--- src/rtl/ecmd_pkg.sv ---
package ecmd_pkg;
  localparam int DATA_W  = 64;
  localparam int OPC_W   = 8;
  localparam int OPA_LSB = 16;
  localparam int OPA_W   = DATA_W - OPA_LSB;
  localparam int STAT_W  = 7;
  localparam int NUM_OPC = 1 << OPC_W;
  localparam int CAP_WORDS = NUM_OPC / DATA_W;
  localparam int CAP_SEL_W = $clog2(CAP_WORDS);

  localparam int OFS_CMD  = 'h400;
  localparam int OFS_OPB  = 'h408;
  localparam int OFS_RESP = 'h410;
  localparam int OFS_CAP  = 'h430;

  typedef enum logic [1:0] {
    ST_IDLE  = 2'd0,
    ST_ISSUE = 2'd1,
    ST_WAIT  = 2'd2,
    ST_UNSUP = 2'd3
  } ecmd_state_e;

  typedef struct packed {
    logic [OPA_W-1:0] opa;
    logic [OPC_W-1:0] opcode;
  } ecmd_cmd_t;
endpackage

--- src/rtl/ecmd_rst_sync.sv ---
module ecmd_rst_sync #(
  parameter int STAGES = 2
) (
  input  logic clk,
  input  logic rst_n,
  output logic rst_sync_n
);
  logic [STAGES-1:0] sync_q;

  always_ff @(posedge clk or negedge rst_n) begin
    if (!rst_n) begin
      sync_q <= '0;
    end else begin
      sync_q <= {sync_q[STAGES-2:0], 1'b1};
    end
  end

  assign rst_sync_n = sync_q[STAGES-1];
endmodule

--- src/rtl/ecmd_cap_map.sv ---
module ecmd_cap_map
  import ecmd_pkg::*;
#(
  parameter logic [NUM_OPC-1:0] CAP_MAP = '0
) (
  input  logic [OPC_W-1:0]     lookup_opcode,
  output logic                 lookup_hit,
  input  logic [CAP_SEL_W-1:0] word_sel,
  output logic [DATA_W-1:0]    word_data
);
  logic [DATA_W-1:0] words [CAP_WORDS];

  for (genvar k = 0; k < CAP_WORDS; k++) begin : g_word
    assign words[k] = CAP_MAP[k*DATA_W +: DATA_W];
  end

  assign lookup_hit = CAP_MAP[lookup_opcode];
  assign word_data  = words[word_sel];
endmodule

--- src/rtl/ecmd_launch_ctrl.sv ---
module ecmd_launch_ctrl
  import ecmd_pkg::*;
#(
  parameter logic [STAT_W-1:0] UNSUP_CODE = 7'h7E
) (
  input  logic              clk,
  input  logic              rst_n,
  input  logic              cmd_wr,
  input  logic              opb_wr,
  input  logic [DATA_W-1:0] wdata,
  input  logic              opc_supported,
  input  logic              be_ready,
  input  logic              be_done,
  input  logic [STAT_W-1:0] be_status,
  output logic              busy,
  output logic              be_valid,
  output ecmd_cmd_t         cmd_q,
  output logic [DATA_W-1:0] opb_q,
  output logic [STAT_W-1:0] status_q
);
  ecmd_state_e       state_q, state_d;
  ecmd_cmd_t         cmd_d;
  logic [STAT_W-1:0] status_d;
  logic              cmd_en, opb_en, status_en;

  assign cmd_en = cmd_wr && (state_q == ST_IDLE);
  assign opb_en = opb_wr && (state_q == ST_IDLE);

  always_comb begin
    state_d   = state_q;
    status_d  = status_q;
    status_en = 1'b0;
    cmd_d.opcode = wdata[OPC_W-1:0];
    cmd_d.opa    = wdata[DATA_W-1:OPA_LSB];
    unique case (state_q)
      ST_IDLE: begin
        if (cmd_wr) state_d = opc_supported ? ST_ISSUE : ST_UNSUP;
      end
      ST_ISSUE: begin
        if (be_ready) state_d = ST_WAIT;
      end
      ST_WAIT: begin
        if (be_done) begin
          state_d   = ST_IDLE;
          status_d  = be_status;
          status_en = 1'b1;
        end
      end
      ST_UNSUP: begin
        state_d   = ST_IDLE;
        status_d  = UNSUP_CODE;
        status_en = 1'b1;
      end
      default: state_d = ST_IDLE;
    endcase
  end

  always_ff @(posedge clk or negedge rst_n) begin
    if (!rst_n) begin
      state_q  <= ST_IDLE;
      cmd_q    <= '0;
      opb_q    <= '0;
      status_q <= '0;
    end else begin
      state_q <= state_d;
      if (cmd_en)    cmd_q    <= cmd_d;
      if (opb_en)    opb_q    <= wdata;
      if (status_en) status_q <= status_d;
    end
  end

  assign busy     = (state_q != ST_IDLE);
  assign be_valid = (state_q == ST_ISSUE);
endmodule

--- src/rtl/ecmd_read_mux.sv ---
module ecmd_read_mux
  import ecmd_pkg::*;
#(
  parameter int ADDR_W = 12
) (
  input  logic                 clk,
  input  logic                 rst_n,
  input  logic                 rd_en,
  input  logic [ADDR_W-1:0]    addr,
  input  ecmd_cmd_t            cmd_q,
  input  logic [DATA_W-1:0]    opb_q,
  input  logic [STAT_W-1:0]    status_q,
  input  logic                 busy,
  input  logic [DATA_W-1:0]    cap_word,
  output logic [CAP_SEL_W-1:0] cap_sel,
  output logic [DATA_W-1:0]    rdata
);
  localparam int CAP_SPAN = CAP_WORDS * 8;

  logic [ADDR_W-1:0] cap_off;
  logic              hit_cap;
  logic [DATA_W-1:0] rdata_d;

  assign cap_off = addr - ADDR_W'(OFS_CAP);
  assign hit_cap = (int'(cap_off) < CAP_SPAN) && (cap_off[2:0] == 3'b000);
  assign cap_sel = cap_off[3 +: CAP_SEL_W];

  always_comb begin
    rdata_d = '0;
    if (addr == ADDR_W'(OFS_CMD)) begin
      rdata_d = {cmd_q.opa, {(OPA_LSB-OPC_W){1'b0}}, cmd_q.opcode};
    end else if (addr == ADDR_W'(OFS_OPB)) begin
      rdata_d = opb_q;
    end else if (addr == ADDR_W'(OFS_RESP)) begin
      rdata_d = {{(DATA_W-STAT_W-1){1'b0}}, status_q, busy};
    end else if (hit_cap) begin
      rdata_d = cap_word;
    end
  end

  always_ff @(posedge clk or negedge rst_n) begin
    if (!rst_n) begin
      rdata <= '0;
    end else begin
      if (rd_en) rdata <= rdata_d;
    end
  end
endmodule

--- src/rtl/ecmd_frontend.sv ---
module ecmd_frontend
  import ecmd_pkg::*;
#(
  parameter int                 ADDR_W     = 12,
  parameter logic [STAT_W-1:0]  UNSUP_CODE = 7'h7E,
  parameter logic [NUM_OPC-1:0] CAP_MAP    = (256'd1 << 240) | (256'd1 << 241) |
                                             (256'd1 << 244) | (256'd1 << 245) |
                                             (256'd1 << 64)  | 256'hE
) (
  input  logic              clk,
  input  logic              rst_n,
  input  logic [ADDR_W-1:0] reg_addr,
  input  logic              reg_wr,
  input  logic              reg_rd,
  input  logic [DATA_W-1:0] reg_wdata,
  output logic [DATA_W-1:0] reg_rdata,
  output logic              be_valid,
  input  logic              be_ready,
  output logic [OPC_W-1:0]  be_opcode,
  output logic [OPA_W-1:0]  be_opa,
  output logic [DATA_W-1:0] be_opb,
  input  logic              be_done,
  input  logic [STAT_W-1:0] be_status
);
  logic                 rst_sync_n;
  logic                 cmd_wr, opb_wr;
  logic                 opc_hit, busy;
  logic [CAP_SEL_W-1:0] cap_sel;
  logic [DATA_W-1:0]    cap_word;
  ecmd_cmd_t            cmd_q;
  logic [DATA_W-1:0]    opb_q;
  logic [STAT_W-1:0]    status_q;

  assign cmd_wr = reg_wr && (reg_addr == ADDR_W'(OFS_CMD));
  assign opb_wr = reg_wr && (reg_addr == ADDR_W'(OFS_OPB));

  ecmd_rst_sync #(.STAGES(2)) u_rst (
    .clk        (clk),
    .rst_n      (rst_n),
    .rst_sync_n (rst_sync_n)
  );

  ecmd_cap_map #(.CAP_MAP(CAP_MAP)) u_cap (
    .lookup_opcode (reg_wdata[OPC_W-1:0]),
    .lookup_hit    (opc_hit),
    .word_sel      (cap_sel),
    .word_data     (cap_word)
  );

  ecmd_launch_ctrl #(.UNSUP_CODE(UNSUP_CODE)) u_ctrl (
    .clk           (clk),
    .rst_n         (rst_sync_n),
    .cmd_wr        (cmd_wr),
    .opb_wr        (opb_wr),
    .wdata         (reg_wdata),
    .opc_supported (opc_hit),
    .be_ready      (be_ready),
    .be_done       (be_done),
    .be_status     (be_status),
    .busy          (busy),
    .be_valid      (be_valid),
    .cmd_q         (cmd_q),
    .opb_q         (opb_q),
    .status_q      (status_q)
  );

  ecmd_read_mux #(.ADDR_W(ADDR_W)) u_rd (
    .clk      (clk),
    .rst_n    (rst_sync_n),
    .rd_en    (reg_rd),
    .addr     (reg_addr),
    .cmd_q    (cmd_q),
    .opb_q    (opb_q),
    .status_q (status_q),
    .busy     (busy),
    .cap_word (cap_word),
    .cap_sel  (cap_sel),
    .rdata    (reg_rdata)
  );

  assign be_opcode = cmd_q.opcode;
  assign be_opa    = cmd_q.opa;
  assign be_opb    = opb_q;
endmodule

--- config.mk ---
export PLATFORM = sky130hd
export DESIGN_NAME = ecmd_frontend
export DESIGN_NICKNAME = d
export VERILOG_FILES = /design/src/rtl/ecmd_pkg.sv /design/src/rtl/ecmd_rst_sync.sv /design/src/rtl/ecmd_cap_map.sv /design/src/rtl/ecmd_launch_ctrl.sv /design/src/rtl/ecmd_read_mux.sv /design/src/rtl/ecmd_frontend.sv
export SDC_FILE = /design/constraint.sdc
export NUM_CORES = 1
export LEC_CHECK = 0
export CAP_MARGIN = 20
export CORE_MARGIN = 10
export CORE_UTILIZATION = 35
export DETAILED_ROUTE_END_ITERATION = 6
export GPL_TIMING_DRIVEN = 0
export PLACE_DENSITY = 0.6
export SLEW_MARGIN = 0
export SYNTH_ARGS = -nofsm -noshare
export SYNTH_HDL_FRONTEND = slang
export SYNTH_HIERARCHICAL = 1
export SYNTH_SLANG_ARGS = --single-unit
--- constraint.sdc ---
create_clock -name clk -period 14.4 [get_ports clk]
set_input_delay 2.88 -clock clk [delete_from_list [all_inputs] [get_ports clk]]
set_output_delay 2.88 -clock clk [all_outputs]
set_load 0.1 [all_outputs]
==> flow_summary_export.csv <==
group,metric,value,unit
status,status,"completed",
floorplan,initial_core_util,35.67,%
logic_synthesis,yosysUniqueCellTypes,58,
sta,fmax,178.0,MHz
critical_path,cp_top_family,"buffers and inverters",
critical_path,critPathRequiredTime,14750,ps
clock_network,cts.sinks,195,
drt,dr.pass1.iters,5,
critical_path,worstSetupEndpointType,"register",
layout,design_area,14420,µm²
grt,grt_pass1_wl,52790,µm
critical_path,path_cells,"clkdlybuf4s50_1 -> inv_1 -> ha_1 -> nor4b_4 -> and3_1 -> buf_2 -> clkbuf_1 -> nand3_1 -> o221ai_1",
flow_run,drv_cap,0,
sta,finalCritPeriodShare,39.01,%
critical_path,cp-startpoint,"reg_addr[4]",
logic_synthesis,synth_top_area_share,47.27,%
logic_synthesis,synth_ff_type,"dfrtp_1",
sta,hold_viol,0,
critical_path,reg2reg_from,"u_ctrl/state_q[1]",
logic_synthesis,ys_seq_area_share,47.27,%
critical_path,worst-setup-path-type,"in2reg",
sta,worst_clock_skew,17.51,ps
placed_design,post-dp-hpwl,26190,µm
drt,ant_nets,0,
sta,slew_headroom,27.85,%
placed_design,dpl_cell_area,13830,µm²
critical_path,critical_path.max_fanout,10,
grt,overflow,0,
drt,wl_per_cell,21.08,µm
grt,grt_use_total,18.50,%
drt,drtIter0Drc,478,
critical_path,cp_slowest_stage_delay,590,ps
sta,tightest_slew,1079,ps
floorplan,die_h,191.7,µm
layout,nets,1328,
sta,rsz0062_at_grt,"false",
clock_network,htreeDepth,4,
logic_synthesis,synthCells,886,
power_and_ir_drop,ir_worst_vdd,69.56,µV
critical_path,arrival,5970,ps
logic_synthesis,yosysTopAreaCell,"dfrtp_1",
floorplan,die_w,191.7,µm
clock_network,cts-resized-gates,0,
power_and_ir_drop,powerDensity,86.22,nW/µm²
clock_network,ctsHoldBuffers,0,
sta,setup_viol,0,
logic_synthesis,yosysWarnings,6,
clock_network,cts_buffers,17,
critical_path,crit_slowest_cell,"nor4b_4",
critical_path,startpoint_type,"input port",
sta,final.setup.tns,0,ps
clock_network,root_buffer,"clkbuf_16",
placed_design,globalplace.congestion,0.7985,
grt,antenna_found_initial,1,
clock_network,cts_setup_buffers,0,
power_and_ir_drop,total_leakage_power,6.244,nW
placed_design,port-buffer-count,273,
floorplan,io_pins,274,
critical_path,worst-path-buf-inv,4,
critical_path,rrSetupSlack,12620,ps
clock_network,clk_pin_slew_worst_paths,80,ps
logic_synthesis,synth-edff-count,0,
clock_network,clockBufferDepth,2,
clock_network,worstSkewPairLatency,430,ps
sta,final_period_minus_worst_setup_slack,5617,ps
drt,drc,0,
logic_synthesis,synthesis.area,10320,µm²
critical_path,worstRegToRegCells,5,
critical_path,r2r_end,"u_rd/rdata[0]",
drt,wl,34450,µm
worst_hold_path,hold_class,"reg2async",
drt,vias,8215,
layout,synthToLayoutAreaGrowth,39.68,%
grt,grt_pass1_vias,8500,
logic_synthesis,async_flop_share,100.0,%
logic_synthesis,ys_top_cells_by_area,"dfrtp_1 (47%), mux2_2 (9.8%), mux2_4 (5.8%)",
sta,slew_violations,0,
logic_synthesis,avgSynthCellArea,11.65,µm²
power_and_ir_drop,p_total,1.243,mW
floorplan,core,28940,µm²
floorplan,std_cell_rows,62,
floorplan,die_area,36760,µm²
grt,grt_start_max_net_pins,66,
drt,vias_per_cell,5.028,
logic_synthesis,synth_seq_cells,195,
clock_network,cts_tree,"yes",
layout,layout-drive-gt1-share,24.50,%
-- per-stage QoR --
stage | setup WS [ps] | hold WS [ps] | cells | utilization [%]
after global placement | 5805 | 338.7 | 1598 | 47.49
final | 8783 | 232.1 | 1634 | 49.83
after detailed placement | 8335 | 239.6 | 1601 | 47.79
after CTS | 8817 | 245.2 | 1633 | 49.82
after global routing | 8607 | 259.1 | 1633 | 49.82
after floorplan | 8564 | 331.2 | 941 | -
-- area by class of cell --
class / instances / area, µm²
fill: 2669 / 14520
sequential: 195 / 4883
multi-input combinational: 595 / 4647
timing repair buffer: 276 / 2815
buffer: 130 / 923.4
tap: 384 / 480.5
clock buffer: 19 / 452.9
clock inverter: 13 / 135.1
inverter: 21 / 78.83
antenna: 1 / 2.502
-- kinds of logic after synthesis --
group	count (synthesis)	share of synthesized area, %
compound gates	196	13.79
other cells	2	0.07275
flops	195	47.27
fa+ha+maj	3	0.3637
mux	135	16.18
xor+xnor	1	0.08486
buf+inv	151	9.709
simple gates	203	12.52
-- synth_stat cells, types with 11 or more instances --
library cell and n:
dfrtp_1 195, nand3_1 23, buf_6 16, nor2b_1 28, nand4_1 53, a21oi_1 83, clkbuf_1 32, buf_4 63
o221ai_1 14, buf_2 11, o21ai_1 19, nand2_1 11, nand2b_1 36, inv_1 20, mux2_4 40, mux2_2 90
o22ai_2 30, nor2_1 12
-- report_power, final --
part | switching (mW) | leakage, nW | internal (mW) | total, mW
logic | 0.125 | 3.29 | 0.0689 | 0.194
clock network | 0.241 | 0.292 | 0.241 | 0.482
registers | 0.00877 | 2.67 | 0.558 | 0.566
-- routing by layer --
metal,routed length [µm],GRT usage (%),vias up
li1,-,-,3873
met1,15060,23.53,4121
met2,16540,30.36,205
met3,2609,5.948,14
met4,224,3.335,2
met5,13,0,-
-- layout by cell type (no fill, tap or decap), types with 17 or more instances in the layout --
cell               n
mux2_4            40
o21ai_1           19
buf_4             63
o22ai_2           30
clkbuf_1          32
conb_1            57
nor2b_1           28
mux2_2            90
inv_1             20
dfrtp_1          194
clkdlybuf4s50_1  273
nand4_1           53
nand2b_1          36
nand3_1           23
a21oi_1           83
clkbuf_16         17
-- worst reg2reg max path, stage by stage (launching register included) --
cell and delay, ps:
dfrtp_1 430, or2_4 210, nand3b_1 80, a2111oi_0 720
a211oi_1 100, a21oi_1 170
-- worst max path at each step --
stage,to,slack (ps),cells after the start
after floorplan,u_ctrl/cmd_q[0],8560,0
after global placement,u_ctrl/opb_q[4],5810,0
after detailed placement,u_rd/rdata[27],8330,9
after CTS,u_rd/rdata[27],8820,9
after global routing,u_rd/rdata[61],8610,9
final,u_rd/rdata[27],8780,9
-- state kept, by name (all words and copies together), names as in the netlist --
name             flops
u_ctrl/state_q       2
u_rd/rdata          64
u_ctrl/status_q      7
u_ctrl/cmd_q        56
u_rst/sync_q         2
u_ctrl/opb_q        64
Power figures use the tool's default switching activity.
